===== src/rtl/dram_pkg.sv =====
// Shared types for the multiplexed-address DRAM model.
// Assumes: nothing beyond IEEE 1800-2017.
package dram_pkg;
    // Kind of RAS cycle currently in progress
    typedef enum logic [1:0] {
        CYC_IDLE = 2'd0,   // RAS high, no row open
        CYC_OPEN = 2'd1,   // row latched from bus, accesses allowed
        CYC_CBR  = 2'd2    // counter-driven refresh, no accesses
    } cyc_e;
endpackage


===== src/rtl/dram_strobe_ctrl.sv =====
// Strobe decoder for the multiplexed-address DRAM model.
// Samples RAS/CAS each clock and detects their falling edges. Latches the
// row, classifies each RAS cycle (open row or counter refresh) and issues
// refresh, read and write pulses.
// Assumes: strobes are synchronous to clk; a CAS fall in the same sample as
// the RAS fall is treated as a plain row activation and no access.
module dram_strobe_ctrl
    import dram_pkg::*;
#(
    parameter int AW = 5
) (
    input  logic          clk,
    input  logic          rst_n,
    input  logic          ras_n,
    input  logic          cas_n,
    input  logic          we_n,
    input  logic [AW-1:0] addr,
    input  logic [AW-1:0] ref_cnt,
    output logic          ref_en,
    output logic [AW-1:0] ref_row,
    output logic          cbr_fire,
    output logic          rd_en,
    output logic          wr_en,
    output logic [AW-1:0] acc_row,
    output logic [AW-1:0] acc_col
);
    logic          ras_q, cas_q;
    logic          pend_q;
    cyc_e          cyc_q;
    logic [AW-1:0] row_q;
    logic          ras_fall, cas_fall, act_fire, acc;

    // Edge detection and event classification
    always_comb begin
        ras_fall = ras_q & ~ras_n;
        cas_fall = cas_q & ~cas_n;
        cbr_fire = ras_fall & pend_q & ~cas_n;
        act_fire = ras_fall & ~cbr_fire;
        acc      = cas_fall & ~ras_n & (cyc_q == CYC_OPEN);
        rd_en    = acc & we_n;
        wr_en    = acc & ~we_n;
        acc_row  = row_q;
        acc_col  = addr;
        ref_en   = ras_fall | acc;
        // data selector: open row, internal counter or external bus
        if (acc)           ref_row = row_q;
        else if (cbr_fire) ref_row = ref_cnt;
        else               ref_row = addr;
    end

    // Previous strobe samples
    always_ff @(posedge clk) begin
        if (!rst_n) begin
            ras_q <= 1'b1;
            cas_q <= 1'b1;
        end else begin
            ras_q <= ras_n;
            cas_q <= cas_n;
        end
    end

    // Pending counter refresh: CAS fell while RAS was high
    always_ff @(posedge clk) begin
        if (!rst_n)                 pend_q <= 1'b0;
        else if (cas_n)             pend_q <= 1'b0;
        else if (cas_fall && ras_n) pend_q <= 1'b1;
        else if (cbr_fire)          pend_q <= 1'b0;
    end

    // RAS cycle kind and row address latch
    always_ff @(posedge clk) begin
        if (!rst_n) begin
            cyc_q <= CYC_IDLE;
            row_q <= '0;
        end else if (ras_n) begin
            cyc_q <= CYC_IDLE;
        end else if (cbr_fire) begin
            cyc_q <= CYC_CBR;
        end else if (act_fire) begin
            cyc_q <= CYC_OPEN;
            row_q <= addr;
        end
    end

    a_r6_access_needs_open_row: assert property (@(posedge clk) disable iff (!rst_n)
        (rd_en || wr_en) |-> $past(!ras_n));
    a_r9_cbr_needs_early_cas: assert property (@(posedge clk) disable iff (!rst_n)
        cbr_fire |-> $past(!cas_n) && $past(ras_n));
    a_r9_cbr_no_access: assert property (@(posedge clk) disable iff (!rst_n)
        cbr_fire |=> !(rd_en || wr_en));
endmodule


===== config.mk =====
export PLATFORM = sky130hd
export DESIGN_NAME = dram_strobe_ctrl
export DESIGN_NICKNAME = d
export VERILOG_FILES = /design/src/rtl/dram_pkg.sv /design/src/rtl/dram_strobe_ctrl.sv
export SDC_FILE = /design/constraint.sdc
export NUM_CORES = 1
export LEC_CHECK = 0
export CAP_MARGIN = 20
export CELL_PAD_IN_SITES_DETAIL_PLACEMENT = 1
export CELL_PAD_IN_SITES_GLOBAL_PLACEMENT = 1
export CORE_MARGIN = 2
export CORE_UTILIZATION = 28
export CTS_CLUSTER_SIZE = 24
export DETAILED_ROUTE_END_ITERATION = 8
export GPL_TIMING_DRIVEN = 0
export PLACE_DENSITY = 0.85
export SLEW_MARGIN = 10
export SYNTH_ARGS = -nofsm -noshare
export SYNTH_HDL_FRONTEND = slang
export SYNTH_SLANG_ARGS = --single-unit

===== constraint.sdc =====
create_clock -name clk -period 4.5 [get_ports clk]
set_input_delay 0.45 -clock clk [delete_from_list [all_inputs] [get_ports clk]]
set_output_delay 0.45 -clock clk [all_outputs]
set_load 0.05 [all_outputs]

==> impl_metrics.csv, run 1 <==
group,metric,value,unit
outcome,outcome,"finished, final reports clean",
placed_design,port_buffers,33,
drt,route.detailed.drc,0,
synthesis,synth.top_cell.area_share,34.3,%
grt,grt_pass1_wl,3.00,mm
placed_design,pre_cts_ws,1270,ps
synthesis,synth.most_common_cell,"dfxtp_1",
floorplanning,fp.coreArea,1960,um^2
worst_setup_path,setup.worst_path.start,"cas_n",
synthesis,ys_seq_area_share,34.3,%
clock_network,cts_buffers,3,
sta,max_freq,310,MHz
layout,drive_above_1_share,22.9,%
clock_network,ctsRootBufferMaster,"clkbuf_4",
clock_network,path_clk_slew,70,ps
run,drv_cap,0,
layout,nets,112,
layout,seqCellArea,200,um^2
synthesis,synthArstFlopShare,0,%
clock_network,cts_setup_buffers,0,
clock_network,holdBufCountCts,0,
layout,finish.utilization,50.2,%
grt,antenna_found_initial,0,
worst_setup_path,cp_top_family,"buffers and inverters",
sta,rsz0062_at_grt,"false",
placed_design,place_hpwl,1.41,mm
sta,fin_crit_sh,71.8,%
power_and_ir_drop,power_density,270,nW/um^2
sta,finClkSkew,1.32,ps
clock_network,clkLatencyLatePin,260,ps
synthesis,synth_enable_flop_cells,0,
synthesis,syn_area_per_cell,9.90,um^2
floorplanning,fp.dieH,49.7,um
sta,finalMaxSlewViolations,0,
layout,syn_to_final_growth,68.5,%
hold_path,hp-class,"flop to flop",
worst_setup_path,worstSetupStartpointType,"input pin",
worst_setup_path,critPathRequiredTime,4050,ps
worst_setup_path,crit_arrival,2780,ps
grt,grt_max_degree,9,
synthesis,synthCells,59,
power_and_ir_drop,ir_worst_vdd,141,uV
floorplanning,initial_core_util,29.8,%
worst_setup_path,worstReg2RegStart,"pend_q",
synthesis,synthFlopType,"dfxtp_1",
worst_setup_path,cpPeakStageDelay,700,ps
worst_setup_path,crit_path_end,"ref_row[0]",
drt,wl_per_cell,14.3,um
grt,grt.total_usage,16.0,%
synthesis,ys_seq_elements,10,
synthesis,yosysWarningCount,0,
worst_setup_path,reg2regPathDepth,3,
drt,wl,1.76,mm
layout,fillers,228,
drt,ant_nets,0,
sta,finalSetupViolCount,0,
clock_network,cts_tree,"yes",
drt,via_count,584,
floorplanning,placementRows,16,
layout,multiInputGateArea,335,um^2
floorplanning,die_area,2470,um^2
sta,tightest_slew,507,ps
sta,tns,0,ps
drt,drtIter0Drc,2,
synthesis,ys_types,19,
clock_network,h-tree-depth,1,
worst_setup_path,ff2ff_setup_slack,3410,ps
worst_setup_path,critPathSlowestCell,"clkdlybuf4s50_1",
floorplanning,fp.dieW,49.7,um
grt,grt_pass1_vias,599,
power_and_ir_drop,p_leak,0.380,nW
clock_network,cts_sinks,10,
worst_setup_path,cp_cell_sequence,"clkdlybuf4s50_1 > nor4bb_2 > buf_6 > mux2_4 > mux2_2 > clkdlybuf4s50_1",
synthesis,synth_area,584,um^2
floorplanning,boundaryPins,34,
drt,drt_pass1_iterations,4,
clock_network,ctsResizeCount,0,
clock_network,clockBufferDepth,2,
synthesis,syn-num-nets,74,
placed_design,gp_congestion,0.744,
worst_setup_path,worstPathMaxFanout,8,
worst_setup_path,cp_common_cell,"clkdlybuf4s50_1",
synthesis,ys_top_cells_by_area,"dfxtp_1 (34%), mux2_4 (13%), mux2_2 (9.6%)",
sta,min_period,3230,ps
synthesis,synth_top_area_cell,"dfxtp_1",
grt,gr-total-overflow,0,
sta,setup_ws,1270,ps
layout,n_antenna_cell,0,
sta,hold_viol,0,
worst_setup_path,worst_setup_path_end_kind,"output pin",
worst_setup_path,cp_num_buf_inv,3,
worst_setup_path,r2r-end,"acc_row[0]",
drt,routed_via_density,4.75,
worst_setup_path,criticalPathCategory,"input pin to output pin",
sta,max_slew_margin,66.1,%
worst_setup_path,cp_num_cells,6,
==> layout make-up <==
cell class / instances / share of cell area, %
sequential: 10 / 20.3
clock buffer: 4 / 3.68
multi-input combinational: 43 / 34.1
buffer: 6 / 4.96
timing repair buffer: 33 / 33.5
tap: 27 / 3.43
==> metrics by stage <==
step | hold WS [ps] | instance area (um^2) | instances | power [mW]
6_report | 503 | 985 | 123 | 0.265
3_3_place_gp | 484 | 948 | 119 | 0.185
4_1_cts | 503 | 985 | 123 | 0.269
2_1_floorplan | 464 | 584 | 59 | 0.151
3_5_place_dp | 493 | 948 | 119 | 0.187
5_1_grt | 551 | 985 | 123 | 0.278
==> layer usage <==
layer	part of all wire (%)	GRT usage, %
met1	41	17.8
met2	51	28.7
met3	6.9	4.85
met4	0.57	5.56
met5	0	0
==> state kept, by name, summed over array words and instances (netlist names) <==
| register | count |
|---|---|
| cas_q | 1 |
| pend_q | 1 |
| acc_row | 5 |
| cyc_q | 2 |
| ras_q | 1 |
==> power by group <==
part / internal [mW] / switching, mW
logic: 0.0391 / 0.0495
clock network: 0.0491 / 0.0316
registers: 0.0930 / 0.00312
total: 0.181 / 0.0842
==> layout by cell type, fill, tap and decap left out, drive strengths merged <==
master | Yosys | layout
clkbuf | 0 | 4
and3 | 1 | 1
o21ai | 5 | 5
dfxtp | 10 | 10
nor2 | 4 | 4
nor4bb | 1 | 1
nand3 | 5 | 5
a21oi | 1 | 1
and2b | 1 | 1
nor3 | 1 | 1
nand2 | 2 | 2
nand2b | 4 | 4
a22oi | 1 | 1
a21boi | 5 | 5
buf | 6 | 6
clkdlybuf4s50 | 0 | 33
nor4b | 1 | 1
nor2b | 1 | 1
mux2 | 10 | 10
==> logic make-up after synthesis <==
| logic type | synth area share [%] |
|---|---|
| AOI/OAI and AO/OA | 12.8 |
| DFF | 34.3 |
| and+or+nand+nor | 22.1 |
| buffers and inverters | 8.35 |
| muxes | 22.5 |
==> worst min-delay path by stage <==
stage                             to       start  cells after the start  slack [ps]
final                     acc_row[3]  acc_row[3]                      2         500
after global routing      acc_row[4]  acc_row[4]                      2         550
after CTS                 acc_row[3]  acc_row[3]                      2         500
after detailed placement  acc_row[3]  acc_row[3]                      2         490
after global placement    acc_row[0]  acc_row[0]                      2         480
after floorplan             cyc_q[0]    cyc_q[0]                      2         460
==> worst reg2reg max path: cells and delay by family (launching register included) <==
family / cells / cell delay (ps)
AOI/OAI and AO/OA: 2 / 310
DFF: 1 / 370
and+or+nand+nor: 1 / 350
Power figures use the tool's default switching activity.
==> run 2: changes to the inputs <==
CORE_UTILIZATION = 23   (was 28)
PLACE_DENSITY = 0.75   (was 0.85)
clock period = 2.8 ns   (was 4.5 ns; I/O delays follow)
==> impl_metrics.csv, run 2 (synthesis gave the netlist of run 1 again) <==
group,metric,value,unit
outcome,outcome,"finished, final reports clean",
layout,syn_to_final_growth,68.1,%
drt,routed_via_density,4.61,
sta,finalSetupViolCount,0,
grt,antenna_found_initial,0,
placed_design,gp_congestion,0.721,
drt,wl,1.68,mm
drt,drtIter0Drc,7,
grt,gr-total-overflow,0,
worst_setup_path,setup.worst_path.start,"cas_n",
drt,wl_per_cell,13.3,um
floorplanning,fp.coreArea,2430,um^2
grt,grt_pass1_vias,611,
drt,ant_nets,0,
floorplanning,initial_core_util,24.0,%
sta,finalMaxSlewViolations,0,
placed_design,pre_cts_ws,-95.1,ps
worst_setup_path,critPathRequiredTime,2520,ps
drt,drt_pass1_iterations,4,
clock_network,cts_setup_buffers,0,
power_and_ir_drop,p_leak,0.387,nW
layout,largest_reg_flops,5,
layout,n_antenna_cell,0,
grt,grt_max_degree,9,
sta,hold_slack,497,ps
sta,finClkSkew,2.55,ps
sta,fin_crit_sh,93.5,%
worst_setup_path,worst_setup_path_end_kind,"output pin",
power_and_ir_drop,power_density,429,nW/um^2
clock_network,cts_tree,"yes",
sta,max_freq,382,MHz
sta,setup_ws,181,ps
layout,layout_commonest_cell,"clkdlybuf4s50_1",
clock_network,path_clk_slew,70,ps
layout,nets,112,
floorplanning,fp.dieW,54.4,um
sta,rsz0062_at_grt,"false",
worst_setup_path,criticalPathCategory,"input pin to output pin",
power_and_ir_drop,ir_worst_vdd,214,uV
layout,final_cell_mix,"clkdlybuf4s50_1 (28), dfxtp_1 (10)",
worst_setup_path,r2r-end,"acc_row[2]",
clock_network,clockBufferDepth,2,
clock_network,cts_sinks,10,
clock_network,cts_buffers,3,
placed_design,place_hpwl,1.32,mm
sta,min_period,2620,ps
layout,drive_above_1_share,22.9,%
run,drv_cap,0,
worst_setup_path,reg2regPathDepth,3,
grt,grt_pass1_wl,2.72,mm
clock_network,ctsResizeCount,5,
clock_network,ctsRootBufferMaster,"clkbuf_4",
drt,route.detailed.drc,0,
floorplanning,fp.dieH,54.4,um
worst_setup_path,worstSetupStartpointType,"input pin",
clock_network,h-tree-depth,1,
worst_setup_path,crit_path_end,"wr_en",
grt,grt.total_usage,13.1,%
floorplanning,boundaryPins,34,
worst_setup_path,crit_arrival,2340,ps
sta,max_slew_margin,65.8,%
sta,hold_viol,0,
floorplanning,placementRows,18,
worst_setup_path,ff2ff_setup_slack,1700,ps
worst_setup_path,worstReg2RegStart,"pend_q",
placed_design,port_buffers,33,
clock_network,clkLatencyLatePin,270,ps
hold_path,hp-class,"flop to flop",
floorplanning,die_area,2960,um^2
sta,tightest_slew,511,ps
worst_setup_path,worstPathMaxFanout,7,
drt,via_count,581,
clock_network,holdBufCountCts,0,
[run 2: cell count changes in the layout (fill, tap and decap cells not counted), sizes merged]
cell           change
dlygate4sd2        +5
clkdlybuf4s50      -5
[run 2: area by class of cell]
type,count,area (um^2)
repair buffers,33,324
fillers,307,1450
flip-flops and latches,10,200
multi-input cells,43,335
plain buffers,6,48.8
well taps,30,37.5
clock buffers,4,36.3
[run 2: worst min-delay path by stage]
stage,start,to,slack (ps),cells past startpoint
after floorplan,rst_n,cas_q,380,1
after global placement,acc_row[3],acc_row[3],480,2
after detailed placement,cyc_q[0],cyc_q[0],490,2
after CTS,cyc_q[0],cyc_q[0],500,2
after global routing,acc_row[1],acc_row[1],530,2
final,acc_row[3],acc_row[3],500,2
[run 2: through the flow]
step	setup TNS, ps	area [um^2]	power (mW)	utilization (%)	std cells
global route	0	982	0.441	40.4	126
CTS	0	982	0.427	40.4	126
detailed placement	-429	952	0.300	39.1	122
finish	0	982	0.422	40.4	126
floorplan	0	584	0.242	-	59
global placement	-323	952	0.298	39.1	122
[run 2: power by group]
| group | switching (mW) | leakage [nW] | internal [mW] |
|---|---|---|---|
| clock | 0.0503 | 0.0210 | 0.0790 |
| sequential | 0.00505 | 0.0823 | 0.149 |
| combinational | 0.0783 | 0.284 | 0.0594 |
| total | 0.134 | 0.387 | 0.288 |
[run 2: critical path, stage by stage]
cell             delay [ps]
clkdlybuf4s50_1         510
nor4b_2                 310
nand2_1                 260
nor2_1                  160
clkdlybuf4s50_1         820
[run 2: metal layers]
| metal | vias up | track usage, % | routed length, um |
|---|---|---|---|
| met4 | 0 | 5.00 | 26 |
| li1 | 283 | - | - |
| met2 | 24 | 23.9 | 821 |
| met3 | 4 | 3.28 | 113 |
| met5 | - | 0 | 0 |
| met1 | 270 | 14.4 | 720 |
